**config.mk**
```make
export PLATFORM = sky130hd
export DESIGN_NAME = frame_fir
export DESIGN_NICKNAME = d
export VERILOG_FILES = /design/src/rtl/frame_fir_pkg.sv /design/src/rtl/fir_pipe_delay.sv /design/src/rtl/fir_frame_history.sv /design/src/rtl/fir_adder_tree.sv /design/src/rtl/frame_fir.sv
export SDC_FILE = /design/constraint.sdc
export NUM_CORES = 1
export LEC_CHECK = 0
export BUFFER_PORTS_ARGS = -buffer_cell sky130_fd_sc_hd__buf_2
export CORE_UTILIZATION = 41
export CTS_CLUSTER_DIAMETER = 50
export CTS_CLUSTER_SIZE = 12
export DETAILED_ROUTE_END_ITERATION = 6
export PLACE_DENSITY = 0.56
export SLEW_MARGIN = 20
export SYNTH_ARGS = -nofsm -noshare
export SYNTH_HDL_FRONTEND = slang
export SYNTH_SLANG_ARGS = --single-unit
```
**constraint.sdc**
```tcl
create_clock -name clk -period 14 [get_ports clk]
set_clock_uncertainty 0.15 [all_clocks]
set_input_delay 2.1 -clock clk [delete_from_list [all_inputs] [get_ports clk]]
set_output_delay 2.1 -clock clk [all_outputs]
set_load 0.02 [all_outputs]
```
**src/rtl/frame_fir_pkg.sv**
```systemverilog
package frame_fir_pkg;

  // number of whole past frames needed to reach the oldest tap
  function automatic int past_frames(input int taps, input int m);
    return (taps - 1 + m - 1) / m;
  endfunction

  // slot of sample x[t-j] in the window (oldest slot 0) for output position p
  function automatic int window_slot(input int past, input int m, input int p, input int j);
    return past * m + p - j;
  endfunction

  // full precision width of the sum of taps products
  function automatic int full_width(input int dw, input int cw, input int taps);
    return dw + cw + $clog2(taps);
  endfunction

endpackage

```
**src/rtl/fir_pipe_delay.sv**
```systemverilog
module fir_pipe_delay #(
  parameter int W     = 8,
  parameter int DEPTH = 1
) (
  input  logic         clk,
  input  logic         rst,
  input  logic         en,
  input  logic [W-1:0] d,
  output logic [W-1:0] q
);
  generate
    if (DEPTH == 0) begin : g_wire
      assign q = d;
    end else begin : g_regs
      logic [W-1:0] stg [0:DEPTH-1];
      always_ff @(posedge clk) begin
        if (rst) begin
          for (int i = 0; i < DEPTH; i++) stg[i] <= '0;
        end else if (en) begin
          stg[0] <= d;
          for (int i = 1; i < DEPTH; i++) stg[i] <= stg[i-1];
        end
      end
      assign q = stg[DEPTH-1];
    end
  endgenerate
endmodule

```
**src/rtl/fir_frame_history.sv**
```systemverilog
module fir_frame_history #(
  parameter int M    = 2,
  parameter int DW   = 8,
  parameter int PAST = 3,
  localparam int FW  = M * DW,
  localparam int WW  = (PAST + 1) * FW
) (
  input  logic          clk,
  input  logic          rst,
  input  logic          push,
  input  logic [FW-1:0] frame_in,
  output logic [WW-1:0] window
);
  generate
    if (PAST == 0) begin : g_none
      assign window = frame_in;
    end else begin : g_hist
      logic [PAST*FW-1:0] past_q;
      if (PAST == 1) begin : g_one
        always_ff @(posedge clk) begin
          if (rst)       past_q <= '0;
          else if (push) past_q <= frame_in;
        end
      end else begin : g_many
        always_ff @(posedge clk) begin
          if (rst)       past_q <= '0;
          else if (push) past_q <= {frame_in, past_q[PAST*FW-1:FW]};
        end
      end
      // oldest frame in the low bits, the live frame on top
      assign window = {frame_in, past_q};
    end
  endgenerate
endmodule

```
**src/rtl/fir_adder_tree.sv**
```systemverilog
module fir_adder_tree #(
  parameter int N      = 6,
  parameter int IW     = 16,
  parameter int OW     = 19,
  parameter int STAGES = 2,
  localparam int LV    = $clog2(N),
  localparam int P     = 1 << LV
) (
  input  logic          clk,
  input  logic          rst,
  input  logic          en,
  input  logic [N*IW-1:0] terms,
  output logic [OW-1:0] sum
);
  logic signed [OW-1:0] lvl [0:LV][0:P-1];

  generate
    for (genvar i = 0; i < P; i++) begin : g_leaf
      if (i < N) begin : g_term
        assign lvl[0][i] = OW'($signed(terms[i*IW +: IW]));
      end else begin : g_pad
        assign lvl[0][i] = '0;
      end
    end

    for (genvar l = 0; l < LV; l++) begin : g_level
      for (genvar i = 0; i < P; i++) begin : g_node
        if (i < (P >> (l + 1))) begin : g_add
          logic [OW-1:0] pair;
          logic [OW-1:0] pair_q;
          assign pair = lvl[l][2*i] + lvl[l][2*i+1];
          fir_pipe_delay #(.W(OW), .DEPTH(STAGES)) u_stage (
            .clk(clk), .rst(rst), .en(en), .d(pair), .q(pair_q)
          );
          assign lvl[l+1][i] = pair_q;
        end else begin : g_idle
          assign lvl[l+1][i] = '0;
        end
      end
    end
  endgenerate

  assign sum = lvl[LV][0];
endmodule

```
**src/rtl/frame_fir.sv**
```systemverilog
module frame_fir
  import frame_fir_pkg::*;
#(
  parameter int M              = 2,
  parameter int NTAPS          = 6,
  parameter int DW             = 8,
  parameter int CW             = 8,
  parameter logic [NTAPS*CW-1:0] COEFS = 48'h7F80_4019_F903,
  parameter int MUL_IN_STAGES  = 1,
  parameter int MUL_OUT_STAGES = 1,
  parameter int TREE_STAGES    = 2,
  localparam int PAST    = past_frames(NTAPS, M),
  localparam int SLOTS   = (PAST + 1) * M,
  localparam int PW      = DW + CW,
  localparam int OW      = full_width(DW, CW, NTAPS),
  localparam int LATENCY = MUL_IN_STAGES + MUL_OUT_STAGES + TREE_STAGES * $clog2(NTAPS)
) (
  input  logic            clk,
  input  logic            rst,
  input  logic            in_valid,
  output logic            in_ready,
  input  logic [M*DW-1:0] in_data,
  output logic            out_valid,
  input  logic            out_ready,
  output logic [M*OW-1:0] out_data
);
  logic advance;
  logic push;
  logic [SLOTS*DW-1:0] window;
  logic [SLOTS*DW-1:0] mul_win;

  // whole pipeline steps together; it stands still only for a refused output
  assign advance  = out_ready | ~out_valid;
  assign in_ready = advance;
  assign push     = in_valid & advance;

  fir_frame_history #(.M(M), .DW(DW), .PAST(PAST)) u_hist (
    .clk(clk), .rst(rst), .push(push), .frame_in(in_data), .window(window)
  );

  fir_pipe_delay #(.W(SLOTS*DW), .DEPTH(MUL_IN_STAGES)) u_mul_in (
    .clk(clk), .rst(rst), .en(advance), .d(window), .q(mul_win)
  );

  fir_pipe_delay #(.W(1), .DEPTH(LATENCY)) u_valid (
    .clk(clk), .rst(rst), .en(advance), .d(in_valid), .q(out_valid)
  );

  generate
    for (genvar p = 0; p < M; p++) begin : g_pos
      logic [NTAPS*PW-1:0] terms;
      for (genvar j = 0; j < NTAPS; j++) begin : g_tap
        localparam int SLOT = window_slot(PAST, M, p, j);
        logic signed [PW-1:0] prod;
        logic [PW-1:0] prod_q;
        assign prod = PW'($signed(mul_win[SLOT*DW +: DW])) *
                      PW'($signed(COEFS[j*CW +: CW]));
        fir_pipe_delay #(.W(PW), .DEPTH(MUL_OUT_STAGES)) u_mul_out (
          .clk(clk), .rst(rst), .en(advance), .d(prod), .q(prod_q)
        );
        assign terms[j*PW +: PW] = prod_q;
      end
      fir_adder_tree #(.N(NTAPS), .IW(PW), .OW(OW), .STAGES(TREE_STAGES)) u_tree (
        .clk(clk), .rst(rst), .en(advance), .terms(terms), .sum(out_data[p*OW +: OW])
      );
    end
  endgenerate
endmodule

```
# Yosys cells after proc, flatten, opt, wreduce, memory -nomap -nowiden
# Memory sizes are Yosys's and may differ from the RTL's.
# Index checks and enable logic that the tools add are counted.
dict set report word_totals {
  memories 28
  ramBits 770
  elab_cells 170
  reg_bits 48
}
dict set report classes {
  n_mul 8
  reduce_logical 13
  muxes 67
  bitwise_logic 39
  addsub 14
}
# memory depth width rd rd_ports_with_merged_regs write_ports line_no
set mem_list {}
lappend mem_list {u_mul_in.g_regs.stg 1 64 1 0 1 fir_pipe_delay.sv:15} ;# logic [W-1:0] stg [0:DEPTH-1];
lappend mem_list {{g_pos[0].u_tree.g_level[0].g_node[0].g_add.u_stage.g_regs.stg} 2 19 2 0 2 fir_pipe_delay.sv:15}
lappend mem_list {{g_pos[0].u_tree.g_level[0].g_node[1].g_add.u_stage.g_regs.stg} 2 19 2 0 2 fir_pipe_delay.sv:15}
lappend mem_list {{g_pos[0].u_tree.g_level[0].g_node[2].g_add.u_stage.g_regs.stg} 2 19 2 0 2 fir_pipe_delay.sv:15}
lappend mem_list {{g_pos[0].u_tree.g_level[0].g_node[3].g_add.u_stage.g_regs.stg} 2 19 2 0 2 fir_pipe_delay.sv:15}
lappend mem_list {{g_pos[0].u_tree.g_level[1].g_node[0].g_add.u_stage.g_regs.stg} 2 19 2 0 2 fir_pipe_delay.sv:15}
lappend mem_list {{22 more memories} n/a n/a n/a n/a n/a n/a}
# op count
set ops {}
lappend ops {{2-to-1 mux 19 bit} 28}
lappend ops {{2-to-1 mux 16 bit} 8}
lappend ops {{OR reduction 16 bit} 8}
lappend ops {{adder 19 bit} 6}
lappend ops {{adder 16 x 16 -> 17 bit} 6}
lappend ops {{2-to-1 mux 64 bit} 1}
lappend ops {{OR reduction 64 bit} 1}
lappend ops {{bitwise OR 1 bit} 37}
lappend ops {{multiplier 8 x 8 -> 16 bit (second input constant)} 2}
lappend ops {{multiplier 8 x 6 -> 14 bit (second input constant)} 2}
lappend ops {{2-to-1 mux 1 bit} 26}
lappend ops {{multiplier 8 x 4 -> 12 bit (second input constant)} 2}
lappend ops {{multiplier 8 x 3 -> 11 bit (second input constant)} 2}
lappend ops {{2-to-1 mux 10 bit} 2}
lappend ops {{OR reduction 10 bit} 2}
lappend ops {{2-to-1 mux 9 bit} 2}
lappend ops {{negator 8 -> 9 bit} 2}
lappend ops {{OR reduction 9 bit} 2}
lappend ops {{AND 1 bit} 1}
lappend ops {{inverter 1 bit} 1}

# Longest topological paths before layout
# An unclocked memory read counts as a cell.
dict set report logic_depth {
  word_depth 8
  depth_mapped 18
  ltp_nobuf 17
}

# Cells and area by module
# Synthesis repeated with hierarchy kept, for this count alone.
dict set report hier_totals {
  cells_unflattened 4353
  hier_area_um2 53264.8
}
# module seq_area_each_um2 area_each_um2 instances cells_per_inst
set modules_own_cells {}
lappend modules_own_cells {{fir_pipe_delay (g_pos[0].u_tree.g_level[0].g_node[0].g_add.u_stage ...)} 1141.1 1699.1 14 104}
lappend modules_own_cells {{fir_pipe_delay (g_pos[0].g_tap[0].u_mul_out ...)} 480.5 656.9 12 35}
lappend modules_own_cells {frame_fir 0.0 7410.9 1 882}
lappend modules_own_cells {{fir_adder_tree (g_pos[0].u_tree)} 0.0 4944.7 1 663}
lappend modules_own_cells {{fir_adder_tree (g_pos[1].u_tree)} 0.0 4476.8 1 601}
lappend modules_own_cells {{fir_pipe_delay (u_mul_in)} 1921.8 2601.2 1 143}
lappend modules_own_cells {fir_frame_history 960.9 1849.3 1 171}
lappend modules_own_cells {{fir_pipe_delay (u_valid)} 240.2 311.5 1 17}

# Worst setup path after synthesis
# Ideal clock, no wire load.
dict set report synth_timing {
  path_kind {input to register}
  from {in out_ready}
  to {mem g_pos[0].g_tap[0].u_mul_out.g_regs.stg[0][0] in the netlist's numbering (enable)}
  path_buffers 0
  setup_time_ns 0.730
  setup_slack_ns 3.358
  arrival_ns 9.762
  path_stages 2
  required_time_ns 13.120
  cell_sequence {nand2b_1 > or2_2}
}
dict set report synth_between {
  elab_chain_cells 6
}
# item line_no
set synth_rtl {}
lappend synth_rtl {{start, declared} frame_fir.sv:24} ;# input logic out_ready,
lappend synth_rtl {{bitwise OR 1 bit (*)} frame_fir.sv:33} ;# assign advance = out_ready | ~out_valid;
lappend synth_rtl {{2-to-1 mux 1 bit (*)} fir_pipe_delay.sv:19} ;# end else if (en) begin
lappend synth_rtl {{2-to-1 mux 1 bit (*)} fir_pipe_delay.sv:17} ;# if (rst) begin
lappend synth_rtl {{2-to-1 mux 1 bit (not written as such) (*)} fir_pipe_delay.sv:20} ;# stg[0] <= d;
lappend synth_rtl {{OR reduction 16 bit (no line)} n/a}
lappend synth_rtl {{2-to-1 mux 1 bit (no line) (*)} n/a}
lappend synth_rtl {{end, declared} fir_pipe_delay.sv:15}
# Every way passes the cells marked *; elsewhere a longest branch is shown, timed or not.

# Worst setup path after layout
dict set report layout_timing {
  from {mem u_mul_in.g_regs.stg[0][23] in the netlist's numbering}
  to {mem g_pos[1].g_tap[5].u_mul_out.g_regs.stg[0][13] in the netlist's numbering (data pin)}
}
dict set report layout_between {
  elab_chain_cells 3
}
# item line_no
set layout_rtl {}
lappend layout_rtl {{start, declared} fir_pipe_delay.sv:15}
lappend layout_rtl {{memory (1 x 64 bit)} n/a}
lappend layout_rtl {{multiplier 8 x 8 -> 16 bit} frame_fir.sv:56} ;# assign prod = PW'($signed(mul_win[SLOT*DW +: DW])) *
lappend layout_rtl {{2-to-1 mux 16 bit (no line)} n/a}
lappend layout_rtl {{end, declared} fir_pipe_delay.sv:15}
# Every way passes these cells.

==> results.sh <==
export IMPL_area_growth_syn_to_layout_pct=10.8
export IMPL_syn_num_nets=3498
export IMPL_startpoint_of_the_most_critical_register_to_register_path="u_mul_in.g_regs.stg[0][23]$_SDFFCE_PN0P_"
export IMPL_drtIter0Drc=1091
export IMPL_fp_dieH_um=299
export IMPL_ff2ff_setup_slack_ns=8.36
export IMPL_finalCritPeriodShare=0.403
export IMPL_vdd_ir_drop_max_mv=0.116
export IMPL_wire_per_inst_um=15.7
export IMPL_r2r_end="g_pos[1].g_tap[5].u_mul_out.g_regs.stg[0][13]$_SDFFCE_PN0P_"
export IMPL_antenna_left=0
export IMPL_cts_post_setup_buffers_inserted=0
export IMPL_finalNetCount=3521
export IMPL_ys_seq_area_frac=0.532
export IMPL_antenna_found_initial=0
export IMPL_htree_num_levels=3
export IMPL_rsz0062_at_grt="false"
export IMPL_rr_worst_depth=15
export IMPL_grt_first_pass_wirelength_um=110000
export IMPL_placementRows=108
export IMPL_leakagePower_nw=18.1
export IMPL_detail_route_vias_per_cell=4.82
export IMPL_arrival_ns=5.89
export IMPL_global_route_overflow_total=0
export IMPL_holdCritStartpoint="u_hist.g_hist.past_q[13]$_SDFFE_PP0P_"
export IMPL_post_route_min_period_ns=5.64
export IMPL_clkTransAtPathRegs_ns=0.06
export IMPL_core_region_area_mm2=0.0872
export IMPL_synthesized_instance_count=3062
export IMPL_dieWidth_um=299
export IMPL_die_area_mm2=0.0896
export IMPL_gp_routability_congestion=0.816
export IMPL_achievable_frequency_mhz=177
export IMPL_timing_critical_path_required_ns=14.25
export IMPL_timing_final_hold_violations=0
export IMPL_crit_path_start_kind="flip-flop"
export IMPL_min_to="u_hist.g_hist.past_q[13]$_SDFFE_PP0P_"
export IMPL_finalSetupViolations=0
export IMPL_cap_viol_max_count=0
export IMPL_slew_limit_headroom=0.306
export IMPL_cts_hold_buf=0
export IMPL_total_of_buffers_placed_on_input_and_output_ports=59
export IMPL_drt_pass1_iterations=5
export IMPL_vias_in_the_first_global_route=21000
export IMPL_worstHoldPathCells=2
export IMPL_clock_latency_ns=0.64
export IMPL_tightest_slew_ns=1.04
export IMPL_maxSlewViolCount=0
export IMPL_io_pins=60
export IMPL_postSynthAreaPerCell_um2=11.8
export IMPL_cts_resized=0
export IMPL_cts_tree="built"
export IMPL_root_buffer="clkbuf_16"
export IMPL_hold_path_class="flip-flop to flip-flop"
export IMPL_tritoncts_num_sinks=656
export IMPL_totalWireLength_um=67500
export IMPL_synth_main_ff_cell="edfxtp_1"
export IMPL_drive_above_1_share=0.0672
export IMPL_track_usage=0.153
export IMPL_place_hpwl_um=48400
export IMPL_synth_warnings=0
export IMPL_synth_cell_area_mm2=0.0363
export IMPL_power_density_mw_per_mm2=115
export IMPL_detail_route_drc_violations=0
export IMPL_outcome="finished, final reports clean"
export IMPL_final_design_area_no_fill_mm2=0.0402
export IMPL_place_area_mm2=0.0375
export IMPL_routed_via_count=20700
export IMPL_path_max_fanout=24
export IMPL_synth_edff_count=616
export IMPL_totalNegativeSetupSlack_ns=0
export IMPL_ffs_w_async_s_r_synth=0
export IMPL_path_class="flip-flop to flip-flop"
export IMPL_ant_diodes=0
export IMPL_grt_max_degree=251
export IMPL_starting_density_of_the_core=0.416
export IMPL_synth_ff_latch_count=656
export IMPL_kind_of_end_point_of_the_critical_path="flip-flop"
export IMPL_cts_made_buffers=81
export IMPL_synth_cell_type_count=67
export IMPL_max_clock_path_buffers=3
per-layer routing:
| layer | part of all wire | track usage |
|---|---|---|
| met1 | 0.47 | 0.204 |
| met2 | 0.47 | 0.254 |
| met3 | 0.031 | 0.0233 |
| met4 | 0.024 | 0.0513 |
| met5 | 0 | 0 |
state kept, by name (all words and copies together) (netlist names):
signal	flops
u_valid.g_regs.stg	8
u_hist.g_hist.past_q	40
g_pos.g_tap.u_mul_out.g_regs.stg	128
u_mul_in.g_regs.stg	56
g_pos.u_tree.g_level.g_node.g_add.u_stage.g_regs.stg	424
critical path, stage by stage, from the launching register on:
cell	delay, ns
edfxtp_1	0.95
inv_1	0.42
fa_1	0.58
inv_1	0.05
fa_1	0.47
fa_1	0.55
inv_1	0.06
fa_1	0.54
inv_1	0.05
ha_1	0.30
o21ai_0	0.09
nand2b_1	0.09
a21boi_0	0.49
a41oi_1	0.22
xor2_1	0.18
nor2_1	0.22
metrics by stage:
| step | hold slack (ns) | power (W) | instances | setup WS [ns] | utilization |
|---|---|---|---|---|---|
| after floorplan | 0.282 | 0.00255 | 3062 | 3.36 | - |
| after global placement | 0.299 | 0.00264 | 4156 | 7.97 | 0.430 |
| after detailed placement | 0.303 | 0.00264 | 4156 | 7.86 | 0.430 |
| after CTS | 0.311 | 0.00469 | 4296 | 8.28 | 0.460 |
| after global routing | 0.334 | 0.00483 | 4297 | 8.01 | 0.461 |
| final | 0.304 | 0.00463 | 4297 | 8.36 | 0.461 |
how the worst max path moves through the flow:
stage | startpoint | end | slack [ns] | cells past startpoint
after floorplan | out_ready | g_pos[0].g_tap[0].u_mul_out.g_regs.stg[0][0]$_SDFFCE_PN0P_ | 3.36 | 2
after CTS | u_mul_in.g_regs.stg[0][23]$_SDFFCE_PN0P_ | g_pos[1].g_tap[5].u_mul_out.g_regs.stg[0][13]$_SDFFCE_PN0P_ | 8.28 | 15
final | u_mul_in.g_regs.stg[0][23]$_SDFFCE_PN0P_ | g_pos[1].g_tap[5].u_mul_out.g_regs.stg[0][13]$_SDFFCE_PN0P_ | 8.36 | 15
after detailed placement | rst | flip-flop | 7.86 | 6
after global placement | rst | flip-flop | 7.97 | 7
after global routing | u_mul_in.g_regs.stg[0][23]$_SDFFCE_PN0P_ | g_pos[1].g_tap[5].u_mul_out.g_regs.stg[0][13]$_SDFFCE_PN0P_ | 8.01 | 15
cell usage after synthesis (5+ instances only):
library cell / count / share of area
buf_4: 38 / 0.0079
and2_1: 379 / 0.065
o211ai_1: 7 / 0.0014
or2_2: 5 / 0.00086
inv_1: 273 / 0.028
or3_1: 7 / 0.0012
buf_1: 7 / 0.00072
o21ai_0: 68 / 0.0094
a211oi_1: 12 / 0.0025
nor2b_1: 47 / 0.0081
nand2_1: 129 / 0.013
o21a_1: 29 / 0.0060
mux2i_1: 11 / 0.0030
nor2_1: 274 / 0.028
nor3_1: 56 / 0.0077
o21bai_1: 18 / 0.0037
o41ai_1: 5 / 0.0012
nor3b_1: 7 / 0.0014
nand2b_1: 32 / 0.0055
dfxtp_1: 40 / 0.022
ha_1: 326 / 0.11
a31oi_1: 12 / 0.0021
nand3_1: 15 / 0.0021
xor2_1: 78 / 0.019
nand4_1: 11 / 0.0019
xnor2_1: 102 / 0.025
a311oi_1: 5 / 0.0012
edfxtp_1: 616 / 0.51
a21boi_0: 7 / 0.0014
a21o_1: 57 / 0.012
clkbuf_1: 85 / 0.0088
fa_1: 90 / 0.050
and3_1: 9 / 0.0016
a21oi_1: 147 / 0.020
cell type report:
cell class,instances,area [um2]
Clock buffer,96,2150
Inverter,273,1020
Clock inverter,44,475
Multi-Input combinational cell,2003,15300
Timing Repair Buffer,70,435
Sequential cell,656,19300
Tap cell,1155,1450
Fill cell,7880,47000
where the power goes:
group | internal, W | switching [W] | total (W)
combinational | 0.000139 | 0.000201 | 0.000340
sequential | 0.00222 | 0.0000388 | 0.00226
clock | 0.00119 | 0.000835 | 0.00203
placed cells by master, fill, tap and decap left out, types with 9 or more instances in the layout:
cell / synthesis / final
a211oi_1: 12 / 12
a21o_1: 57 / 57
a21oi_1: 147 / 147
a31oi_1: 12 / 12
and2_1: 379 / 379
and3_1: 9 / 9
buf_2: 0 / 59
clkbuf_1: 85 / 9
clkbuf_16: 0 / 82
dfxtp_1: 40 / 40
edfxtp_1: 616 / 616
fa_1: 90 / 90
ha_1: 326 / 326
inv_1: 273 / 273
inv_6: 0 / 10
mux2i_1: 11 / 11
nand2_1: 129 / 128
nand2b_1: 32 / 31
nand3_1: 15 / 15
nand4_1: 11 / 11
nor2_1: 274 / 274
nor2b_1: 47 / 46
nor3_1: 56 / 56
o21a_1: 29 / 29
o21ai_0: 68 / 68
o21bai_1: 18 / 18
xnor2_1: 102 / 102
xor2_1: 78 / 78
kinds of logic after synthesis:
family                     synth area share
DFF                                   0.532
AOI/OAI and AO/OA                    0.0722
xor gates and xnor gates             0.0435
and+or+nand+nor                       0.141
muxes                               0.00304
adders and majority gates             0.163
buffers and inverters                0.0457
(Power assumes the default switching activity.)
